===== config.mk =====
export PLATFORM = sky130hd
export DESIGN_NAME = dmac_regs
export DESIGN_NICKNAME = d
export VERILOG_FILES = /design/src/rtl/dmac_pkg.sv /design/src/rtl/dmac_chan.sv /design/src/rtl/dmac_irq.sv /design/src/rtl/dmac_regs.sv
export SDC_FILE = /design/constraint.sdc
export NUM_CORES = 2
export LEC_CHECK = 0
export BUFFER_PORTS_ARGS = -buffer_cell sky130_fd_sc_hd__clkbuf_2
export CORE_MARGIN = 4
export CORE_UTILIZATION = 45
export DETAILED_ROUTE_END_ITERATION = 12
export GPL_ROUTABILITY_DRIVEN = 0
export PLACE_DENSITY = 0.62
export SLEW_MARGIN = 0
export SYNTH_ARGS = -nofsm -noshare
export SYNTH_HDL_FRONTEND = slang
export SYNTH_SLANG_ARGS = --single-unit

===== constraint.sdc =====
create_clock -name clk -period 2.4 [get_ports clk]
set_input_delay 0.24 -clock clk [delete_from_list [all_inputs] [get_ports clk]]
set_output_delay 0.24 -clock clk [all_outputs]
set_load 0.005 [all_outputs]

===== src/rtl/dmac_pkg.sv =====
package dmac_pkg;
  localparam int NCH      = 7;
  localparam int DW       = 32;
  localparam int AW       = 8;
  localparam int CH_BASE  = 'h80;
  localparam int GEN_OFF  = 'hF0;
  localparam int ICR_OFF  = 'hF4;
  localparam int GO_BIT   = 24;
  localparam int IEN_LSB  = 16;
  localparam int FLG_LSB  = 24;
  localparam int CHW      = $clog2(NCH);
  typedef enum logic [1:0] {
    SLOT_ADDR = 2'd0,
    SLOT_CNT  = 2'd1,
    SLOT_CTL  = 2'd2,
    SLOT_NONE = 2'd3
  } slot_e;
endpackage


===== src/rtl/dmac_chan.sv =====
module dmac_chan #(
  parameter int DW     = 32,
  parameter int GO_BIT = 24
) (
  input  logic          clk,
  input  logic          rst_n,
  input  logic          wr_addr,
  input  logic          wr_cnt,
  input  logic          wr_ctl,
  input  logic [DW-1:0] wdata,
  input  logic          done,
  input  logic          chan_en,
  output logic [DW-1:0] addr_q,
  output logic [DW-1:0] cnt_q,
  output logic [DW-1:0] ctl_q,
  output logic          start
);
  assign start = wr_ctl & wdata[GO_BIT] & chan_en;

  always_ff @(posedge clk) begin
    if (!rst_n) begin
      addr_q <= '0;
      cnt_q  <= '0;
      ctl_q  <= '0;
    end else begin
      if (wr_addr) addr_q <= wdata;
      if (wr_cnt)  cnt_q  <= wdata;
      if (wr_ctl)  ctl_q  <= wdata;
      else if (done) ctl_q[GO_BIT] <= 1'b0;
    end
  end
endmodule


===== src/rtl/dmac_irq.sv =====
module dmac_irq #(
  parameter int DW      = 32,
  parameter int NCH     = 7,
  parameter int IEN_LSB = 16,
  parameter int FLG_LSB = 24
) (
  input  logic           clk,
  input  logic           rst_n,
  input  logic           wr_sel,
  input  logic [DW-1:0]  wdata,
  input  logic [NCH-1:0] done,
  output logic [DW-1:0]  icr_q,
  output logic           irq_req
);
  localparam int HIW = DW - FLG_LSB;

  logic [NCH-1:0] flag_set;
  logic [HIW-1:0] hi_next;
  logic [HIW-1:0] set_ext;

  always_comb begin
    flag_set = done & icr_q[IEN_LSB +: NCH];
    set_ext  = '0;
    set_ext[NCH-1:0] = flag_set;
    hi_next  = icr_q[DW-1:FLG_LSB];
    if (wr_sel) hi_next = hi_next & ~wdata[DW-1:FLG_LSB];
    hi_next  = hi_next | set_ext;
  end

  always_ff @(posedge clk) begin
    if (!rst_n) begin
      icr_q   <= '0;
      irq_req <= 1'b0;
    end else begin
      icr_q[DW-1:FLG_LSB] <= hi_next;
      if (wr_sel) icr_q[FLG_LSB-1:0] <= wdata[FLG_LSB-1:0];
      irq_req <= |flag_set;
    end
  end
endmodule


===== src/rtl/dmac_regs.sv =====
module dmac_regs
  import dmac_pkg::*;
(
  input  logic             clk,
  input  logic             rst_n,
  input  logic             reg_we,
  input  logic [AW-1:0]    reg_addr,
  input  logic [DW-1:0]    reg_wdata,
  output logic [DW-1:0]    reg_rdata,
  input  logic [NCH-1:0]   done_i,
  output logic             req_valid,
  output logic [CHW-1:0]   req_chan,
  output logic [DW-1:0]    req_addr,
  output logic [DW-1:0]    req_count,
  output logic             irq_req
);
  localparam logic [AW-1:0] BASE_A = AW'(CH_BASE);
  localparam logic [AW-1:0] GEN_A  = AW'(GEN_OFF);
  localparam logic [AW-1:0] ICR_A  = AW'(ICR_OFF);

  logic [DW-1:0]  addr_r [NCH];
  logic [DW-1:0]  cnt_r  [NCH];
  logic [DW-1:0]  ctl_r  [NCH];
  logic [NCH-1:0] start_v;
  logic [NCH-1:0] row_hit;
  logic [NCH-1:0] go_bits;
  logic [DW-1:0]  gen_q;
  logic [DW-1:0]  icr_q;
  slot_e          slot;
  logic           gen_hit, icr_hit;

  always_comb begin
    unique case (reg_addr[3:0])
      4'h0:    slot = SLOT_ADDR;
      4'h4:    slot = SLOT_CNT;
      4'h8:    slot = SLOT_CTL;
      default: slot = SLOT_NONE;
    endcase
  end

  assign gen_hit = (reg_addr == GEN_A);
  assign icr_hit = (reg_addr == ICR_A);

  for (genvar n = 0; n < NCH; n++) begin : g_ch
    assign row_hit[n] = (reg_addr[AW-1:4] == BASE_A[AW-1:4] + (AW-4)'(n));
    assign go_bits[n] = ctl_r[n][GO_BIT];
    dmac_chan #(.DW(DW), .GO_BIT(GO_BIT)) u_chan (
      .clk     (clk),
      .rst_n   (rst_n),
      .wr_addr (reg_we & row_hit[n] & (slot == SLOT_ADDR)),
      .wr_cnt  (reg_we & row_hit[n] & (slot == SLOT_CNT)),
      .wr_ctl  (reg_we & row_hit[n] & (slot == SLOT_CTL)),
      .wdata   (reg_wdata),
      .done    (done_i[n]),
      .chan_en (gen_q[3 + 4*n]),
      .addr_q  (addr_r[n]),
      .cnt_q   (cnt_r[n]),
      .ctl_q   (ctl_r[n]),
      .start   (start_v[n])
    );
  end

  always_ff @(posedge clk) begin
    if (!rst_n) gen_q <= '0;
    else if (reg_we && gen_hit) gen_q <= reg_wdata;
  end

  dmac_irq #(.DW(DW), .NCH(NCH), .IEN_LSB(IEN_LSB), .FLG_LSB(FLG_LSB)) u_irq (
    .clk     (clk),
    .rst_n   (rst_n),
    .wr_sel  (reg_we & icr_hit),
    .wdata   (reg_wdata),
    .done    (done_i),
    .icr_q   (icr_q),
    .irq_req (irq_req)
  );

  // Only one register write per cycle, so at most one start bit is high.
  always_ff @(posedge clk) begin
    if (!rst_n) begin
      req_valid <= 1'b0;
      req_chan  <= '0;
      req_addr  <= '0;
      req_count <= '0;
    end else begin
      req_valid <= |start_v;
      for (int n = 0; n < NCH; n++) begin
        if (start_v[n]) begin
          req_chan  <= CHW'(n);
          req_addr  <= addr_r[n];
          req_count <= cnt_r[n];
        end
      end
    end
  end

  always_comb begin
    reg_rdata = '0;
    if (gen_hit) reg_rdata = gen_q;
    if (icr_hit) reg_rdata = icr_q;
    for (int n = 0; n < NCH; n++) begin
      if (row_hit[n]) begin
        case (slot)
          SLOT_ADDR: reg_rdata = addr_r[n];
          SLOT_CNT:  reg_rdata = cnt_r[n];
          SLOT_CTL:  reg_rdata = ctl_r[n];
          default:   reg_rdata = '0;
        endcase
      end
    end
  end
endmodule


==> flow_metrics.env <==
export IMPL_min_period_over_period=1.06
export IMPL_ys_seq_area_frac=0.420
export IMPL_synth_seq_cells=805
export IMPL_fill_cells=7906
export IMPL_crit_type="reg2out"
export IMPL_startpoint_type="flop"
export IMPL_num_io_pins=151
export IMPL_final_common_cell="nand2_1"
export IMPL_dominantRegCellSynth="dfxtp_1"
export IMPL_cts_buffers=87
export IMPL_regArea_um2=16200
export IMPL_synth_edf_count=0
export IMPL_clkSlewWorstSetupHoldPaths_ns=0.06
export IMPL_hpwl_um=114000
export IMPL_yosys_area_top_type="dfxtp_1"
export IMPL_cts_sinks=805
export IMPL_die_w_um=300
export IMPL_drc_errors=0
export IMPL_crit_required_ns=2.16
export IMPL_yosysWarningCount=0
export IMPL_vias=40568
export IMPL_grt_pass1_vias=35716
export IMPL_syn2layout_area_growth_pct=19.9
export IMPL_drt_wirelength_per_cell_um=26.2
export IMPL_drt_iter0_drc=6677
export IMPL_synth_cells=5159
export IMPL_multiInputGateArea_um2=20900
export IMPL_synth_area_um2=38400
export IMPL_vdd_drop_max_mv=0.522
export IMPL_slew_viol_final=0
export IMPL_syn_area_per_cell_um2=7.44
export IMPL_maxCapViolCount=0
export IMPL_hold_ws_ns=0.0491
export IMPL_clk_latency_ns=0.66
export IMPL_hold_path_depth=3
export IMPL_status="finished, violations left"
export IMPL_antenna_found_initial=11
export IMPL_reg2regPathDepth=6
export IMPL_layout_nets=5248
export IMPL_worstPathMaxFanout=3
export IMPL_port_buffer_count=150
export IMPL_yosys_top_cells_area="dfxtp_1, nand2_1, a21oi_1"
export IMPL_clockRootBuffer="clkbuf_16"
export IMPL_die_area_um2=90000
export IMPL_hp_class="in2reg"
export IMPL_fmax_ghz=0.392
export IMPL_total_power_uw=28800
export IMPL_max_slew_margin_rel=0.459
export IMPL_setup_viol=17
export IMPL_async_flop_share=0
export IMPL_fin_worst_skew_ns=0.0283
export IMPL_rsz0062_at_grt="yes"
export IMPL_cp_end_kind="output pin"
export IMPL_finalHoldViolCount=0
export IMPL_yosys_cell_types_count=68
export IMPL_grt_ovfl_total=0
export IMPL_clk_path_buf_depth=3
export IMPL_min_period_ns=2.55
export IMPL_fin_ws_ns=-0.148
export IMPL_p_leak_uw=0.0151
export IMPL_p_per_area_nw_per_um2=627
export IMPL_final_cell_mix="nand2_1, a21oi_1, dfxtp_1"
export IMPL_ant_nets=0
export IMPL_worstPathArrival_ns=2.31
export IMPL_syn_num_nets=5209
export IMPL_htree_levels=3
export IMPL_start_util=0.457
export IMPL_grt_max_degree=108
export IMPL_yosys_area_top_type_share=0.420
export IMPL_postRouteWirelength_um=168000
export IMPL_drtPass1Iterations=8
export IMPL_grt_usage=0.354
export IMPL_violations="negative setup slack"
export IMPL_drive_above_1_share=0.158
export IMPL_core_um2=84100
export IMPL_tightestPinTransition_ns=0.811
export IMPL_avgViaCountPerCell=6.34
export IMPL_fp_dieH_um=300
export IMPL_final_util=0.547
export IMPL_grt_pass1_wl_um=244000
export IMPL_cts_tree="done"
export IMPL_pre_cts_slack_ns=-0.132
export IMPL_rows=106
## final cells by class
| type | count | area share |
|---|---|---|
| flip-flops and latches | 805 | 0.352 |
| repair buffers | 481 | 0.0998 |
| clock buffers | 140 | 0.0576 |
| clock inverters | 14 | 0.00457 |
| diodes | 2 | 0.000109 |
| inverters | 18 | 0.00163 |
| well taps | 1134 | 0.0308 |
| multi-input cells | 3805 | 0.454 |
## synthesized netlist by cell type (3+ instances only)
master     instances
a211o_1           10
a211oi_1          24
a21boi_0           6
a21o_1            18
a21oi_1          889
a221oi_1          64
a22oi_1           63
a2bb2oi_1          9
a31oi_1           22
a32oi_1           23
a41oi_1           38
and3_1            30
buf_1             28
buf_2             53
clkbuf_1         446
dfxtp_1          805
inv_1             18
mux2_2            42
mux2i_1          186
nand2_1         1621
nand2b_1           7
nand3_1           91
nand3b_1           8
nand4b_1           3
nor2_1            97
nor2b_1            5
nor3_1            15
o211ai_1          77
o21ai_0          149
o21ai_1           10
o221a_2           21
o221ai_1          41
o22a_1            48
o22ai_1           18
o2bb2ai_1         22
o31ai_1           22
or3_1             89
## per-stage QoR
stage | TNS [ns] | cell area (um^2) | instances
after floorplan | 0 | 38400 | 5159
after global placement | -2.12 | 42400 | 6228
after detailed placement | -3.42 | 42400 | 6228
after CTS | -0.613 | 45700 | 6389
after global routing | -2.04 | 46000 | 6399
final | -0.678 | 46000 | 6399
## per-layer routing
metal	up-vias	global-route usage	wire, um
li1	17996	-	-
met1	19291	0.533	70700
met2	2876	0.493	67700
met3	389	0.0848	23100
met4	16	0.116	5910
met5	-	0	111
## registers in the layout, summed over array words and instances (netlist names)
name	count
gen_q	32
req_count	32
g_ch.u_chan.addr_q	224
u_irq.irq_req	1
req_chan	3
req_addr	32
u_irq.icr_q	32
g_ch.u_chan.ctl_q	224
g_ch.u_chan.cnt_q	224
req_valid	1
## path summary, 6_finish.rpt
kind                                                             start                                     to  slack [ns]
worst min-delay path                                         done_i[6]  g_ch[6].u_chan.ctl_q[24]$_SDFFE_PN0P_        0.05
worst max-delay path            g_ch[4].u_chan.addr_q[13]$_SDFFE_PN0P_                          reg_rdata[13]       -0.15
worst max register to register                  gen_q[11]$_SDFFE_PN0P_             req_count[27]$_SDFFE_PN0P_        0.14
worst min register to register            u_irq.icr_q[31]$_SDFFE_PN0P_           u_irq.icr_q[31]$_SDFFE_PN0P_        0.43
## cell families after synthesis
logic type	count (synthesis)	share of synthesized area
simple gates	1990	0.212
buf+inv	549	0.0558
mux	228	0.0608
compound gates	1587	0.252
flops	805	0.420
## worst max-delay path, cell delays in order (launching register included)
cell      delay (ns)
dfxtp_2         0.33
mux2_4          0.29
a221oi_4        0.25
a211oi_2        0.09
a21oi_4         0.26
o211ai_1        0.24
buf_2           0.20
## power breakdown
| part | internal (uW) | total [uW] | switching (uW) |
|---|---|---|---|
| clock network | 7880 | 13700 | 5790 |
| registers | 13400 | 13400 | 12.5 |
| logic | 484 | 1770 | 1290 |
## repair_timing
item,in CTS,in global routing
hold buffers,4,0
resized for setup,113,58
pin swaps,36,47
hold endpoints to repair,8,0
buffers inserted,6,9
endpoints found under the setup margin,29,32
cloned,0,1
No activity file was read; power rests on OpenSTA's default activity.
